===== config.mk =====
export PLATFORM = sky130hd
export DESIGN_NAME = cpu_irq_slice
export DESIGN_NICKNAME = d
export VERILOG_FILES = /design/src/rtl/cis_pkg.sv /design/src/rtl/cis_bus_if.sv /design/src/rtl/cis_pend_reg.sv /design/src/rtl/cis_pil_merge.sv /design/src/rtl/cis_prio_enc.sv /design/src/rtl/cpu_irq_slice.sv
export SDC_FILE = /design/constraint.sdc
export NUM_CORES = 1
export LEC_CHECK = 0
export ABC_AREA = 1
export BUFFER_PORTS_ARGS = -buffer_cell sky130_fd_sc_hd__buf_2
export CORE_MARGIN = 10
export CORE_UTILIZATION = 48
export DETAILED_ROUTE_END_ITERATION = 6
export PLACE_DENSITY_LB_ADDON = 0.1
export SETUP_SLACK_MARGIN = 0.02
export SLEW_MARGIN = 0
export SYNTH_ARGS = -nofsm -noshare
export SYNTH_HDL_FRONTEND = slang
export SYNTH_SLANG_ARGS = --single-unit

===== constraint.sdc =====
create_clock -name clk -period 1.5 [get_ports clk]
set_clock_uncertainty 0.1 [all_clocks]
set_input_delay 0 -clock clk [delete_from_list [all_inputs] [get_ports clk]]
set_output_delay 0 -clock clk [all_outputs]
set_load 0.01 [all_outputs]

===== src/rtl/cis_pkg.sv =====
package cis_pkg;
  localparam int WORD_W    = 32;
  localparam int NUM_LVL   = 16;
  localparam int LVL_W     = $clog2(NUM_LVL);
  localparam int SOFT_LSB  = NUM_LVL + 1;
  localparam int SOFT_SHR  = NUM_LVL;
  localparam int TIMER_POS = NUM_LVL - 2;
  localparam int BC15_POS  = NUM_LVL - 1;
  localparam int DISP_MSB  = NUM_LVL - 3;

  localparam int OFF_PEND  = 0;
  localparam int OFF_CLR   = 1;
  localparam int OFF_SET   = 2;

  localparam logic [WORD_W-1:0] SOFT_MASK =
    {{(WORD_W-SOFT_LSB){1'b1}}, {SOFT_LSB{1'b0}}};
  localparam logic [WORD_W-1:0] CLR_MASK  =
    SOFT_MASK | (WORD_W'(1) << BC15_POS);

  typedef enum logic [1:0] {
    ACC_NONE = 2'd0,
    ACC_CLR  = 2'd1,
    ACC_SET  = 2'd2
  } acc_kind_e;
endpackage


===== src/rtl/cis_bus_if.sv =====
module cis_bus_if
  import cis_pkg::*;
#(
  parameter int ADDR_W = 2
) (
  input  logic              clk,
  input  logic              rst_n,
  input  logic              req_valid,
  input  logic              req_write,
  input  logic [ADDR_W-1:0] req_addr,
  input  logic [WORD_W-1:0] pend_q,
  output acc_kind_e         acc_kind,
  output logic              rsp_valid,
  output logic [WORD_W-1:0] rsp_data
);

  logic is_rd;
  assign is_rd = req_valid && !req_write;

  always_comb begin
    acc_kind = ACC_NONE;
    if (req_valid && req_write) begin
      if (req_addr == ADDR_W'(OFF_CLR))      acc_kind = ACC_CLR;
      else if (req_addr == ADDR_W'(OFF_SET)) acc_kind = ACC_SET;
    end
  end

  always_ff @(posedge clk or negedge rst_n) begin
    if (!rst_n) begin
      rsp_valid <= 1'b0;
      rsp_data  <= '0;
    end else begin
      rsp_valid <= is_rd;
      if (is_rd)
        rsp_data <= (req_addr == ADDR_W'(OFF_PEND)) ? pend_q : '0;
      else
        rsp_data <= '0;
    end
  end

  AST_RSP_AFTER_READ: assert property (@(posedge clk) disable iff (!rst_n)
    rsp_valid |-> $past(is_rd));
  AST_RSP_ZERO_OFF: assert property (@(posedge clk) disable iff (!rst_n)
    (is_rd && req_addr != ADDR_W'(OFF_PEND)) |=> (rsp_data == '0));

endmodule


===== src/rtl/cis_pend_reg.sv =====
module cis_pend_reg
  import cis_pkg::*;
(
  input  logic              clk,
  input  logic              rst_n,
  input  acc_kind_e         acc_kind,
  input  logic [WORD_W-1:0] wdata,
  input  logic              timer_i,
  input  logic              bc15_i,
  input  logic [DISP_MSB:1] disp_i,
  output logic [WORD_W-1:0] pend_nx,
  output logic [WORD_W-1:0] pend_q
);

  logic timer_d1, bc15_d1;
  logic [WORD_W-1:0] set_bits, clr_bits;
  logic [WORD_W-1:0] soft_nx;
  logic bc15_nx, timer_nx;

  assign set_bits = (acc_kind == ACC_SET) ? (wdata & SOFT_MASK) : '0;
  assign clr_bits = (acc_kind == ACC_CLR) ? (wdata & CLR_MASK)  : '0;
  assign soft_nx  = ((pend_q & ~clr_bits) | set_bits) & SOFT_MASK;

  always_comb begin
    if (bc15_i && !bc15_d1)       bc15_nx = 1'b1;
    else if (!bc15_i && bc15_d1)  bc15_nx = 1'b0;
    else if (clr_bits[BC15_POS])  bc15_nx = 1'b0;
    else                          bc15_nx = pend_q[BC15_POS];
  end

  always_comb begin
    if (timer_i && !timer_d1)       timer_nx = 1'b1;
    else if (!timer_i && timer_d1)  timer_nx = 1'b0;
    else                            timer_nx = pend_q[TIMER_POS];
  end

  generate
    for (genvar b = 0; b < WORD_W; b++) begin : g_bit
      if (b >= SOFT_LSB) begin : g_soft
        assign pend_nx[b] = soft_nx[b];
      end else if (b == BC15_POS) begin : g_bc
        assign pend_nx[b] = bc15_nx;
      end else if (b == TIMER_POS) begin : g_tmr
        assign pend_nx[b] = timer_nx;
      end else if (b >= 1 && b <= DISP_MSB) begin : g_disp
        assign pend_nx[b] = disp_i[b];
      end else begin : g_zero
        assign pend_nx[b] = 1'b0;
      end
    end
  endgenerate

  always_ff @(posedge clk or negedge rst_n) begin
    if (!rst_n) begin
      pend_q   <= '0;
      timer_d1 <= 1'b0;
      bc15_d1  <= 1'b0;
    end else begin
      pend_q   <= pend_nx;
      timer_d1 <= timer_i;
      bc15_d1  <= bc15_i;
    end
  end

  AST_SET_STICKS: assert property (@(posedge clk) disable iff (!rst_n)
    (acc_kind == ACC_SET) |=> ((pend_q & $past(wdata & SOFT_MASK)) == $past(wdata & SOFT_MASK)));
  AST_CLR_DROPS: assert property (@(posedge clk) disable iff (!rst_n)
    (acc_kind == ACC_CLR) |=> ((pend_q & $past(wdata & SOFT_MASK)) == '0));
  AST_TIMER_RISE: assert property (@(posedge clk) disable iff (!rst_n)
    $rose(timer_i) |=> pend_q[TIMER_POS]);
  AST_TIMER_FALL: assert property (@(posedge clk) disable iff (!rst_n)
    $fell(timer_i) |=> !pend_q[TIMER_POS]);
  AST_BC15_RISE: assert property (@(posedge clk) disable iff (!rst_n)
    $rose(bc15_i) |=> pend_q[BC15_POS]);
  AST_SPARE_ZERO: assert property (@(posedge clk) disable iff (!rst_n)
    (pend_q[SOFT_LSB-1] == 1'b0) && (pend_q[0] == 1'b0));

endmodule


===== src/rtl/cis_pil_merge.sv =====
module cis_pil_merge
  import cis_pkg::*;
(
  input  logic               clk,
  input  logic               rst_n,
  input  logic [WORD_W-1:0]  pend_nx,
  input  logic [NUM_LVL-1:0] route_i,
  input  logic               mdis_i,
  output logic [NUM_LVL-1:0] pil_q
);

  logic [NUM_LVL-1:0] soft_lv, hard_lv, pil_nx;
  logic               unused_route0;

  assign unused_route0 = route_i[0];
  assign soft_lv = NUM_LVL'(pend_nx >> SOFT_SHR);

  generate
    for (genvar l = 0; l < NUM_LVL; l++) begin : g_lvl
      if (l == TIMER_POS || l == BC15_POS) begin : g_gated
        assign hard_lv[l] = pend_nx[l] && !mdis_i;
      end else begin : g_none
        assign hard_lv[l] = 1'b0;
      end
      if (l == 0) begin : g_l0
        assign pil_nx[l] = 1'b0;
      end else begin : g_ln
        assign pil_nx[l] = soft_lv[l] | hard_lv[l] | route_i[l];
      end
    end
  endgenerate

  always_ff @(posedge clk or negedge rst_n) begin
    if (!rst_n) pil_q <= '0;
    else        pil_q <= pil_nx;
  end

  AST_PIL_HOLDS: assert property (@(posedge clk) disable iff (!rst_n)
    ($stable(pend_nx) && $stable(route_i) && $stable(mdis_i)) |=> $stable(pil_q));

endmodule


===== src/rtl/cis_prio_enc.sv =====
module cis_prio_enc
  import cis_pkg::*;
(
  input  logic [NUM_LVL-1:0] vec_i,
  output logic [LVL_W-1:0]   top_o
);

  always_comb begin
    top_o = '0;
    for (int i = 1; i < NUM_LVL; i++) begin
      if (vec_i[i]) top_o = LVL_W'(i);
    end
  end

endmodule


===== src/rtl/cpu_irq_slice.sv =====
module cpu_irq_slice
  import cis_pkg::*;
#(
  parameter int ADDR_W = 2
) (
  input  logic               clk,
  input  logic               rst_n,
  input  logic               req_valid,
  output logic               req_ready,
  input  logic               req_write,
  input  logic [ADDR_W-1:0]  req_addr,
  input  logic [WORD_W-1:0]  req_wdata,
  output logic               rsp_valid,
  output logic [WORD_W-1:0]  rsp_data,
  input  logic               timer_in,
  input  logic               bcast15_in,
  input  logic [NUM_LVL-1:0] route_lvl,
  input  logic               master_off,
  output logic [NUM_LVL-1:0] pil_vec,
  output logic [LVL_W-1:0]   pil_top
);

  acc_kind_e         acc_kind;
  logic [WORD_W-1:0] pend_q, pend_nx;

  assign req_ready = 1'b1;

  cis_bus_if #(.ADDR_W(ADDR_W)) u_bus (
    .clk       (clk),
    .rst_n     (rst_n),
    .req_valid (req_valid),
    .req_write (req_write),
    .req_addr  (req_addr),
    .pend_q    (pend_q),
    .acc_kind  (acc_kind),
    .rsp_valid (rsp_valid),
    .rsp_data  (rsp_data)
  );

  cis_pend_reg u_pend (
    .clk      (clk),
    .rst_n    (rst_n),
    .acc_kind (acc_kind),
    .wdata    (req_wdata),
    .timer_i  (timer_in),
    .bc15_i   (bcast15_in),
    .disp_i   (route_lvl[DISP_MSB:1]),
    .pend_nx  (pend_nx),
    .pend_q   (pend_q)
  );

  cis_pil_merge u_merge (
    .clk     (clk),
    .rst_n   (rst_n),
    .pend_nx (pend_nx),
    .route_i (route_lvl),
    .mdis_i  (master_off),
    .pil_q   (pil_vec)
  );

  cis_prio_enc u_enc (
    .vec_i (pil_vec),
    .top_o (pil_top)
  );

  AST_MDIS_BLOCKS: assert property (@(posedge clk) disable iff (!rst_n)
    (master_off && !route_lvl[TIMER_POS] && !pend_nx[TIMER_POS+SOFT_SHR])
      |=> !pil_vec[TIMER_POS]);
  AST_SOFT_MAPS: assert property (@(posedge clk) disable iff (!rst_n)
    pend_q[SOFT_LSB] |-> pil_vec[1]);
  AST_TOP_IS_SET: assert property (@(posedge clk) disable iff (!rst_n)
    (pil_top == '0) || pil_vec[pil_top]);
  AST_TOP_IS_HIGHEST: assert property (@(posedge clk) disable iff (!rst_n)
    (pil_vec >> pil_top) <= NUM_LVL'(1));

endmodule


==> impl_metrics.env <==
export IMPL_status="finished with violations"
export IMPL_violations="hold timing, setup timing"
export IMPL_grt_pass1_wl_microns=11900
export IMPL_path_cells="inv_1 -> nand2_1 -> nand2_1 -> nand2_1 -> nand2_1 -> nand2_1 -> nand2_2 -> nand2_2 -> nand2_1 -> nand2_1 -> nand2_1 -> nand2_1 -> nand2_1 -> nand2_1 -> nand2_2 -> buf_6"
export IMPL_row_count=28
export IMPL_cp_start_kind="flip-flop"
export IMPL_rsz0062_at_grt="yes"
export IMPL_path_max_fanout=2
export IMPL_arrival_ns=1.59
export IMPL_max_freq_ghz=0.593
export IMPL_dpl_hpwl_microns=4940
export IMPL_core_sq_mm=0.00592
export IMPL_worst_slack_ns=-0.186
export IMPL_fin_hold_ws_ns=-0.0163
export IMPL_synth_largest_area_cell="dfrtp_1"
export IMPL_wl_per_cell_microns=14.7
export IMPL_clk_latency_ns=0.34
export IMPL_grt_pass1_vias=2393
export IMPL_wl_microns=7140
export IMPL_diodes=0
export IMPL_root_buffer="clkbuf_8"
export IMPL_final_util_pct=68.1
export IMPL_synth_cell_types=20
export IMPL_synthTopCellsByArea="dfrtp_1, o21ai_2, nand2_1"
export IMPL_r2r_start="u_pend.pend_q[17]"
export IMPL_mappedNetlistArea_sq_mm=0.00291
export IMPL_port_buffers=89
export IMPL_cts_htree_levels=3
export IMPL_syn_inst=270
export IMPL_routabilityCongestion=0.727
export IMPL_drv_slew=0
export IMPL_first_pass_iters=4
export IMPL_n_fill_cell=489
export IMPL_critPathMaxStageDelay_ns=0.38
export IMPL_grt_util_all_layers_pct=15.6
export IMPL_antenna_left=0
export IMPL_power_density_mw_per_mm2=1100
export IMPL_cp_end_kind="primary output"
export IMPL_ys_ff_latch=78
export IMPL_pre_cts_ws_ns=0.146
export IMPL_finalHoldViolCount=19
export IMPL_regArea_sq_mm=0.00195
export IMPL_numCtsBuffers=9
export IMPL_multi_input_area_sq_um=772
export IMPL_grt_start_max_net_pins=36
export IMPL_setup_violations=2
export IMPL_grt_ovfl_total=0
export IMPL_ir_drop_uv=643
export IMPL_finalPower_uw=4430
export IMPL_seq_area_frac_synth_pct=67.1
export IMPL_clock_sinks=78
export IMPL_avgSynthCellArea_sq_um=10.8
export IMPL_clk_path_buf_depth=2
export IMPL_startpoint="u_merge.pil_q[2]"
export IMPL_cp_common_cell="nand2_1"
export IMPL_timing_final_crit_share_pct=112
export IMPL_fin_nets=465
export IMPL_required_ns=1.40
export IMPL_period_minus_slack_ns=1.69
export IMPL_tightest_slew_ns=0.638
export IMPL_die_w_microns=97.9
export IMPL_die_area_sq_mm=0.00958
export IMPL_worst_setup_path_type="reg2out"
export IMPL_cap_violations=0
export IMPL_antenna_found_initial=0
export IMPL_worst_hold_path_type="in2async"
export IMPL_viasPerCell=4.52
export IMPL_path_clk_slew_ns=0.07
export IMPL_p_leak_uw=0.00209
export IMPL_tritoncts="built"
export IMPL_drc_errors=0
export IMPL_yosys_warnings=0
export IMPL_slew_headroom_pct=57.5
export IMPL_layout_drive_gt1_share_pct=34.5
export IMPL_start_util_pct=49.2
export IMPL_yosys_area_top_type_share_pct=67.1
export IMPL_layout_area_overhead_vs_synth_pct=38.5
export IMPL_slowest_stage="dfrtp_1"
export IMPL_io_pins=111
export IMPL_dr_total_vias=2196
export IMPL_die_h_microns=97.9
export IMPL_drt_initial_drc_count=42
[routing by layer]
layer | up-vias | global-route usage, % | routed length, microns
li1 | 1100 | - | -
met2 | 65 | 25.7 | 3530
met1 | 1022 | 17.2 | 2880
met5 | - | 0 | 0
met4 | 0 | 6.04 | 94
met3 | 9 | 7.26 | 644
[placed cells by master, fill, tap and decap left out, types with 2 or more instances in the layout]
cell	Yosys	routed
dlygate4sd3_1	0	40
nor2_2	0	2
a211o_1	2	2
nor2_1	34	32
buf_4	4	8
o21ai_2	22	23
nor4_1	2	2
nand2_2	0	3
or2_1	10	10
or2_2	4	4
clkbuf_1	3	2
conb_1	2	4
dfrtp_1	78	78
clkbuf_8	0	10
buf_2	3	87
o21ai_1	1	4
nand3_1	7	7
inv_1	35	35
o21ai_0	9	5
clkinv_2	0	2
nand2_1	49	46
[Yosys cell counts]
library cell / instances
a211o_1: 2
a21oi_1: 1
buf_2: 3
buf_4: 4
buf_6: 2
clkbuf_1: 3
conb_1: 2
dfrtp_1: 78
inv_1: 35
nand2_1: 49
nand3_1: 7
nand4_4: 1
nor2_1: 34
nor4_1: 2
o211ai_1: 1
o21ai_0: 9
o21ai_1: 1
o21ai_2: 22
or2_1: 10
or2_2: 4
[through the flow]
step / TNS, ns / hold slack [ns] / instance area, sq um / std cells
2_1_floorplan: 0 / -0.396 / 2920 / 272
4_1_cts: -2.68 / 0.0155 / 4020 / 487
6_report: -0.269 / -0.0163 / 4030 / 486
3_3_place_gp: 0 / -0.174 / 3450 / 431
3_5_place_dp: 0 / -0.172 / 3450 / 431
5_1_grt: -0.906 / 0.00959 / 4030 / 486
[worst max-delay path: cells and delay by family, from the launching register on]
family	cells	cell delay, ns
simple gates	14	0.70
buf+inv	2	0.15
flops	1	0.38
[layout make-up]
type	count	share of cell area (%)
timing repair buffer	137	23.0
sequential	78	48.4
inverter	35	3.26
clock buffer	12	3.60
clock inverter	2	0.248
tap	75	2.33
multi-input combinational	147	19.1
[power breakdown]
group	switching [uW]	total (uW)	internal [uW]
combinational	382	721	339
sequential	108	2400	2290
clock	685	1310	624
[registers in the layout, indices dropped and copies added (netlist names)]
name             cells
u_pend.timer_d1      1
u_bus.rsp_valid      1
u_merge.pil_q       15
u_pend.bc15_d1       1
u_pend.pend_q       30
u_bus.rsp_data      30
[logic make-up after synthesis]
| family | after synthesis | synth area share (%) |
|---|---|---|
| flops | 78 | 67.1 |
| compound gates | 36 | 9.37 |
| buf+inv | 47 | 7.22 |
| other cells | 2 | 0.258 |
| simple gates | 107 | 16.1 |
[worst paths after layout]
kind / endpoint / slack [ns] / cells past startpoint
max: pil_top[0] / -0.19 / 16
min in group clk: u_bus.rsp_valid / 0.03 / 4
min: u_bus.rsp_data[21] / -0.02 / 2
min reg2reg: u_pend.pend_q[14] / 0.36 / 1
max reg2reg: u_pend.pend_q[17] / 0.15 / 3
max in group asynchronous: u_pend.pend_q[1] / 0.40 / 3
[what timing repair did]
| action | CTS | global route |
|---|---|---|
| setup buffers | 1 | 0 |
| endpoints found under the setup margin | 4 | 25 |
| endpoints found under the hold margin | 126 | 0 |
| pin swaps | 1 | 2 |
| hold buffers | 41 | 0 |
| cloned | 0 | 0 |
| gates resized for setup | 0 | 10 |
(Power assumes the default switching activity.)
